`config.mk`:
```
export PLATFORM = sky130hd
export DESIGN_NAME = adler32_engine
export DESIGN_NICKNAME = d
export VERILOG_FILES = /design/src/rtl/adler32_pkg.sv /design/src/rtl/adler32_reduce.sv /design/src/rtl/adler32_fold.sv /design/src/rtl/adler32_engine.sv
export SDC_FILE = /design/constraint.sdc
export NUM_CORES = 2
export LEC_CHECK = 0
export BUFFER_PORTS_ARGS = -buffer_cell sky130_fd_sc_hd__buf_2
export CORE_ASPECT_RATIO = 0.7
export CORE_MARGIN = 3
export CORE_UTILIZATION = 42
export DETAILED_ROUTE_END_ITERATION = 8
export GPL_ROUTABILITY_DRIVEN = 0
export MAX_ROUTING_LAYER = met4
export PLACE_DENSITY = 0.57
export SYNTH_ARGS = -nofsm -noshare
export SYNTH_HDL_FRONTEND = slang
export SYNTH_SLANG_ARGS = --single-unit
```
`constraint.sdc`:
```
create_clock -name clk -period 24.8 [get_ports clk]
set_input_delay 0 -clock clk [delete_from_list [all_inputs] [get_ports clk]]
set_output_delay 0 -clock clk [all_outputs]
set_load 0.01 [all_outputs]
```
`src/rtl/adler32_pkg.sv`:
```
`timescale 1ns/1ps
package adler32_pkg;
  localparam int ACC_W  = 32;
  localparam int HALF_W = 16;
  typedef logic [ACC_W-1:0]  acc_t;
  typedef logic [HALF_W-1:0] half_t;
endpackage

```
`src/rtl/adler32_reduce.sv`:
```
`timescale 1ns/1ps
// Reduces a running sum modulo BASE using 2^HALF_W == K (mod BASE).
module adler32_reduce
  import adler32_pkg::*;
#(
  parameter int BASE = 65521
) (
  input  acc_t  x,
  output half_t r
);
  localparam int K = (1 << HALF_W) - BASE;

  acc_t s1, s2, s3, s4;

  always_comb begin
    s1 = acc_t'(x[ACC_W-1:HALF_W]) * acc_t'(K) + acc_t'(x[HALF_W-1:0]);
    s2 = acc_t'(s1[ACC_W-1:HALF_W]) * acc_t'(K) + acc_t'(s1[HALF_W-1:0]);
    s3 = (s2 >= acc_t'(BASE)) ? s2 - acc_t'(BASE) : s2;
    s4 = (s3 >= acc_t'(BASE)) ? s3 - acc_t'(BASE) : s3;
    r  = s4[HALF_W-1:0];
  end
endmodule

```
`src/rtl/adler32_fold.sv`:
```
`timescale 1ns/1ps
// Folds up to LANES bytes into the running sums in one step.
module adler32_fold
  import adler32_pkg::*;
#(
  parameter int LANES = 16,
  parameter int CNT_W = 5
) (
  input  acc_t                 acc_a,
  input  acc_t                 acc_b,
  input  logic [8*LANES-1:0]   data,
  input  logic [CNT_W-1:0]     nbytes,
  output acc_t                 nxt_a,
  output acc_t                 nxt_b
);
  acc_t plain_t [LANES];
  acc_t wtd_t   [LANES];
  acc_t sum_x, sum_w;

  for (genvar g = 0; g < LANES; g++) begin : g_lane
    logic [7:0] lane_byte;
    logic       live;
    assign lane_byte  = data[8*g +: 8];
    assign live       = CNT_W'(g) < nbytes;
    assign plain_t[g] = live ? acc_t'(lane_byte) : '0;
    assign wtd_t[g]   = live ? acc_t'(lane_byte) * acc_t'(nbytes - CNT_W'(g)) : '0;
  end

  always_comb begin
    sum_x = '0;
    sum_w = '0;
    for (int i = 0; i < LANES; i++) begin
      sum_x = sum_x + plain_t[i];
      sum_w = sum_w + wtd_t[i];
    end
    nxt_a = acc_a + sum_x;
    nxt_b = acc_b + acc_a * acc_t'(nbytes) + sum_w;
  end
endmodule

```
`src/rtl/adler32_engine.sv`:
```
`timescale 1ns/1ps
module adler32_engine
  import adler32_pkg::*;
#(
  parameter int  LANES   = 16,
  parameter int  BASE    = 65521,
  parameter int  RUN_MAX = 5552,
  localparam int CNT_W   = $clog2(LANES + 1)
) (
  input  logic               clk,
  input  logic               rst,
  input  logic               start_i,
  input  logic [15:0]        seed_adler_i,
  input  logic [15:0]        seed_sum2_i,
  input  logic               beat_valid_i,
  input  logic [8*LANES-1:0] beat_data_i,
  input  logic [CNT_W-1:0]   beat_cnt_i,
  input  logic               beat_last_i,
  output logic [31:0]        sum_o,
  output logic               done_o
);
  localparam int RUN_W   = $clog2(RUN_MAX + 1);
  localparam int RED_THR = RUN_MAX - LANES;

  acc_t             acc_a_q, acc_b_q;
  logic [RUN_W-1:0] run_q;

  acc_t             base_a, base_b, fold_a, fold_b;
  logic [RUN_W-1:0] run_base, run_nxt;
  logic [CNT_W-1:0] n_eff;
  half_t            red_a, red_b;
  logic             need_red, closing;

  always_comb begin
    n_eff    = (beat_cnt_i > CNT_W'(LANES)) ? CNT_W'(LANES) : beat_cnt_i;
    base_a   = start_i ? acc_t'(seed_adler_i) : acc_a_q;
    base_b   = start_i ? acc_t'(seed_sum2_i)  : acc_b_q;
    run_base = start_i ? '0 : run_q;
    run_nxt  = run_base + (beat_valid_i ? RUN_W'(n_eff) : '0);
    closing  = beat_valid_i && beat_last_i;
    need_red = closing || (beat_valid_i && (run_nxt > RUN_W'(RED_THR)));
  end

  adler32_fold #(.LANES(LANES), .CNT_W(CNT_W)) u_fold (
    .acc_a (base_a),
    .acc_b (base_b),
    .data  (beat_data_i),
    .nbytes(beat_valid_i ? n_eff : '0),
    .nxt_a (fold_a),
    .nxt_b (fold_b)
  );

  adler32_reduce #(.BASE(BASE)) u_red_a (.x(fold_a), .r(red_a));
  adler32_reduce #(.BASE(BASE)) u_red_b (.x(fold_b), .r(red_b));

  always_ff @(posedge clk) begin
    if (rst) begin
      acc_a_q <= acc_t'(1);
      acc_b_q <= '0;
      run_q   <= '0;
      done_o  <= 1'b0;
      sum_o   <= '0;
    end else begin
      done_o <= closing;
      if (start_i || beat_valid_i) begin
        acc_a_q <= need_red ? acc_t'(red_a) : fold_a;
        acc_b_q <= need_red ? acc_t'(red_b) : fold_b;
        run_q   <= need_red ? '0 : run_nxt;
      end
      if (closing) sum_o <= {red_b, red_a};
    end
  end
endmodule

```
==> flow_metrics.tcl <==
set metrics [dict create \
    firstDrtPassIters 8 \
    synth.mux.area_fraction_pct 0.680 \
    crit_fanout 25 \
    dieWidth_um 496 \
    ys_ff_latch 110 \
    portBuffers 202 \
    dr_total_vias 56200 \
    wl_per_cell_um 22.9 \
    die-area_sq_mm 0.173 \
    setup.worst_path.class "in2reg" \
    cts-root-buf "clkbuf_16" \
    antenna_found_initial 21 \
    wl_um 242000 \
    startpoint "beat_valid_i" \
    drtAntennaViolNets 0 \
    die_h_um 349 \
    worstPathArrival_ns 23.93 \
    synth_compound_area_share_pct 9.43 \
    synth_ff_type "dfxtp_1" \
    rows 125 \
    worst_ep_required_time_ns 25.08 \
    avgSynthCellArea_sq_um 8.67 \
    skew_ns 0.0148 \
    grt_max_degree 90 \
    post-route-drc-count 0 \
    period_share_pct 95.3 \
    status "complete, no violations" \
    post_drt_via_cell_ratio 5.32 \
    critPathTopFamily "adder cells" \
    worstSetupEndpointType "flop" \
    cpMostUsedCell "fa_1" \
    synthXorXnorAreaFrac_pct 4.94 \
    clkSlewWorstSetupHoldPaths_ns 0.10 \
    clock_latency_ns 0.38 \
    numClockSinks 110 \
    drt_iter0_markers 5552 \
    synthToLayoutAreaGrowth_pct 6.95 \
    clock_path_buffers 2 \
    ys_warn_count 0 \
    grt_pass1_wl_um 361000 \
    synth_top_family_by_area "adder cells" \
    slowest_delay_ns 0.59 \
    min_path_type "in2reg" \
    first_global_vias 55500 \
    ys_types 104 \
    worstHoldStart "rst" \
    fin_nets 10700 \
    synth_cells 8148 \
    gr-total-overflow 0 \
    initial_utilization_pct 42.4 \
    synthAdderAreaFrac_pct 55.1 \
    cts_tree "yes" \
    relSlewSlack_pct 22.1 \
    synthSimpleGateAreaFrac_pct 14.7 \
    hpwl_um 214000 \
    maxCapViolCount 0 \
    tightest_slew_ns 1.15 \
    period_needed_ns 23.65 \
    maxSlewViolCount 0 \
    max_freq_mhz 42.3 \
    syn-num-nets 10500 \
    synth_edf_count 0 \
    synth_seq_area_share_pct 3.12 \
    critPathLaunchType "primary input" \
    synth_area_sq_mm 0.0706 \
    cts_buffers 9 \
    path_buf_inv 14 \
    io_pins 203 \
    h-tree-depth 3 \
    grtUsageTotal_pct 28.9 \
    core_area_sq_mm 0.167 \
    holdWs_ns 0.241 \
    timing.final.hold_violations 0 \
    synthArstFlopShare_pct 0 \
    cts_hold_buf 0 \
    n_fill_cell 16500 \
    r2r_start "acc_a_q[0]" \
    critPathSlowestCell "xnor2_1" \
    setup_viol 0 \
    drive_gt1_share_pct 6.13 \
]
state kept, by name, summed over array words and instances, names as in the netlist:
| register | cells |
|---|---|
| acc_a_q | 32 |
| acc_b_q | 32 |
| sum_o | 32 |
| run_q | 13 |
| done_o | 1 |
worst reg2reg max path, delay by kind of cell (launching register included):
kind | cells | cell delay [ns]
adders and majority gates | 19 | 7.88
AOI/OAI and AO/OA | 23 | 5.39
and+or+nand+nor | 13 | 2.91
muxes | 2 | 1.20
xor gates and xnor gates | 3 | 1.02
buffers and inverters | 11 | 0.76
DFF | 1 | 0.33
worst paths after layout:
| kind | to | slack, ns | cells past startpoint |
|---|---|---|---|
| setup / recovery | acc_b_q[6] | 1.15 | 90 |
| hold / removal | sum_o[0] | 0.24 | 2 |
| setup reg to reg | acc_b_q[6] | 5.27 | 71 |
| hold reg to reg | run_q[4] | 0.45 | 2 |
layout make-up:
| class | count | area, sq um | share of cell area [%] |
|---|---|---|---|
| multi-input cells | 5782 | 60300 | 79.8 |
| inverters | 2040 | 7660 | 10.1 |
| well taps | 2222 | 2780 | 3.68 |
| repair buffers | 367 | 2290 | 3.03 |
| flip-flops and latches | 110 | 2200 | 2.91 |
| clock buffers | 9 | 225 | 0.298 |
| clock inverters | 7 | 88.8 | 0.118 |
| diodes | 15 | 37.5 | 0.0497 |
per-stage QoR:
| step | instance area, sq um | util (%) | setup TNS (ns) | instances | worst slack, ns |
|---|---|---|---|---|---|
| 2_1_floorplan | 70600 | - | 0 | 8148 | 2.29 |
| 3_3_place_gp | 75000 | 45.0 | 0 | 10500 | 0.571 |
| 3_5_place_dp | 75000 | 45.0 | 0 | 10500 | 0.266 |
| 4_1_cts | 75300 | 45.2 | 0 | 10500 | 0.573 |
| 5_1_grt | 75500 | 45.4 | -0.0554 | 10500 | -0.0288 |
| 6_report | 75500 | 45.4 | 0 | 10600 | 1.15 |
per-layer routing:
layer	up-vias	GRT usage [%]	routed length (um)
li1	25100	-	-
met1	28200	43.0	110000
met2	2591	37.5	94300
met3	250	9.36	30900
met4	0	6.49	6920
met5	-	-	0
synthesized netlist by cell type (27+ instances only):
cell type  count  area share [%]
nor3_1        69            0.49
o21ai_0      178             1.3
clkbuf_1     186            0.99
dfxtp_1      110             3.1
nand3_1       68            0.48
nand2b_1      94            0.83
a21oi_1      318             2.3
fa_1        1548              44
nor2b_1      148             1.3
o21a_1        28            0.30
nand2_1      850             4.5
ha_1         630              11
and2_1       340             3.0
xnor2_1      279             3.5
o21bai_1     126             1.3
and3_1       120             1.1
o221ai_1      27            0.33
a22oi_1       37            0.39
nor2_1       333             1.8
a21o_1        83            0.88
inv_1       2037              11
xor2_1       115             1.4
cells in the final DEF, fill, tap and decap left out, drive strengths merged, types with 9 or more instances in the layout:
master / n
o41ai: 9
dfxtp: 110
a21oi: 320
buf: 367
or3: 21
o21bai: 126
mux2: 21
fa: 1548
and2: 341
a31oi: 20
nor3: 72
o221ai: 27
diode: 15
nand2: 851
o31ai: 14
and3: 120
a2111oi: 11
xnor2: 279
nor3b: 17
a22oi: 37
a41o: 10
ha: 630
nand4: 10
clkbuf: 9
a21o: 84
o211ai: 12
nand2b: 94
o21a: 29
or2: 17
o22ai: 16
nor2b: 149
inv: 2043
nor4: 13
nand3: 70
a211oi: 27
xor2: 116
nor2: 333
o21ai: 197
mux2i: 24
cells by family after synthesis:
logic type	count (synthesis)
xor gates and xnor gates	396
DFF	110
adders and majority gates	2183
muxes	45
buffers and inverters	2256
and+or+nand+nor	2139
AOI/OAI and AO/OA	1019
timing repair:
item / CTS / global route
resized for setup: 0 / 45
setup endpoints to repair: 0 / 32
setup buffers: 0 / 0
Power is not shown: default switching activity piles up to over one toggle a cycle in this logic, so the estimate is an artifact.
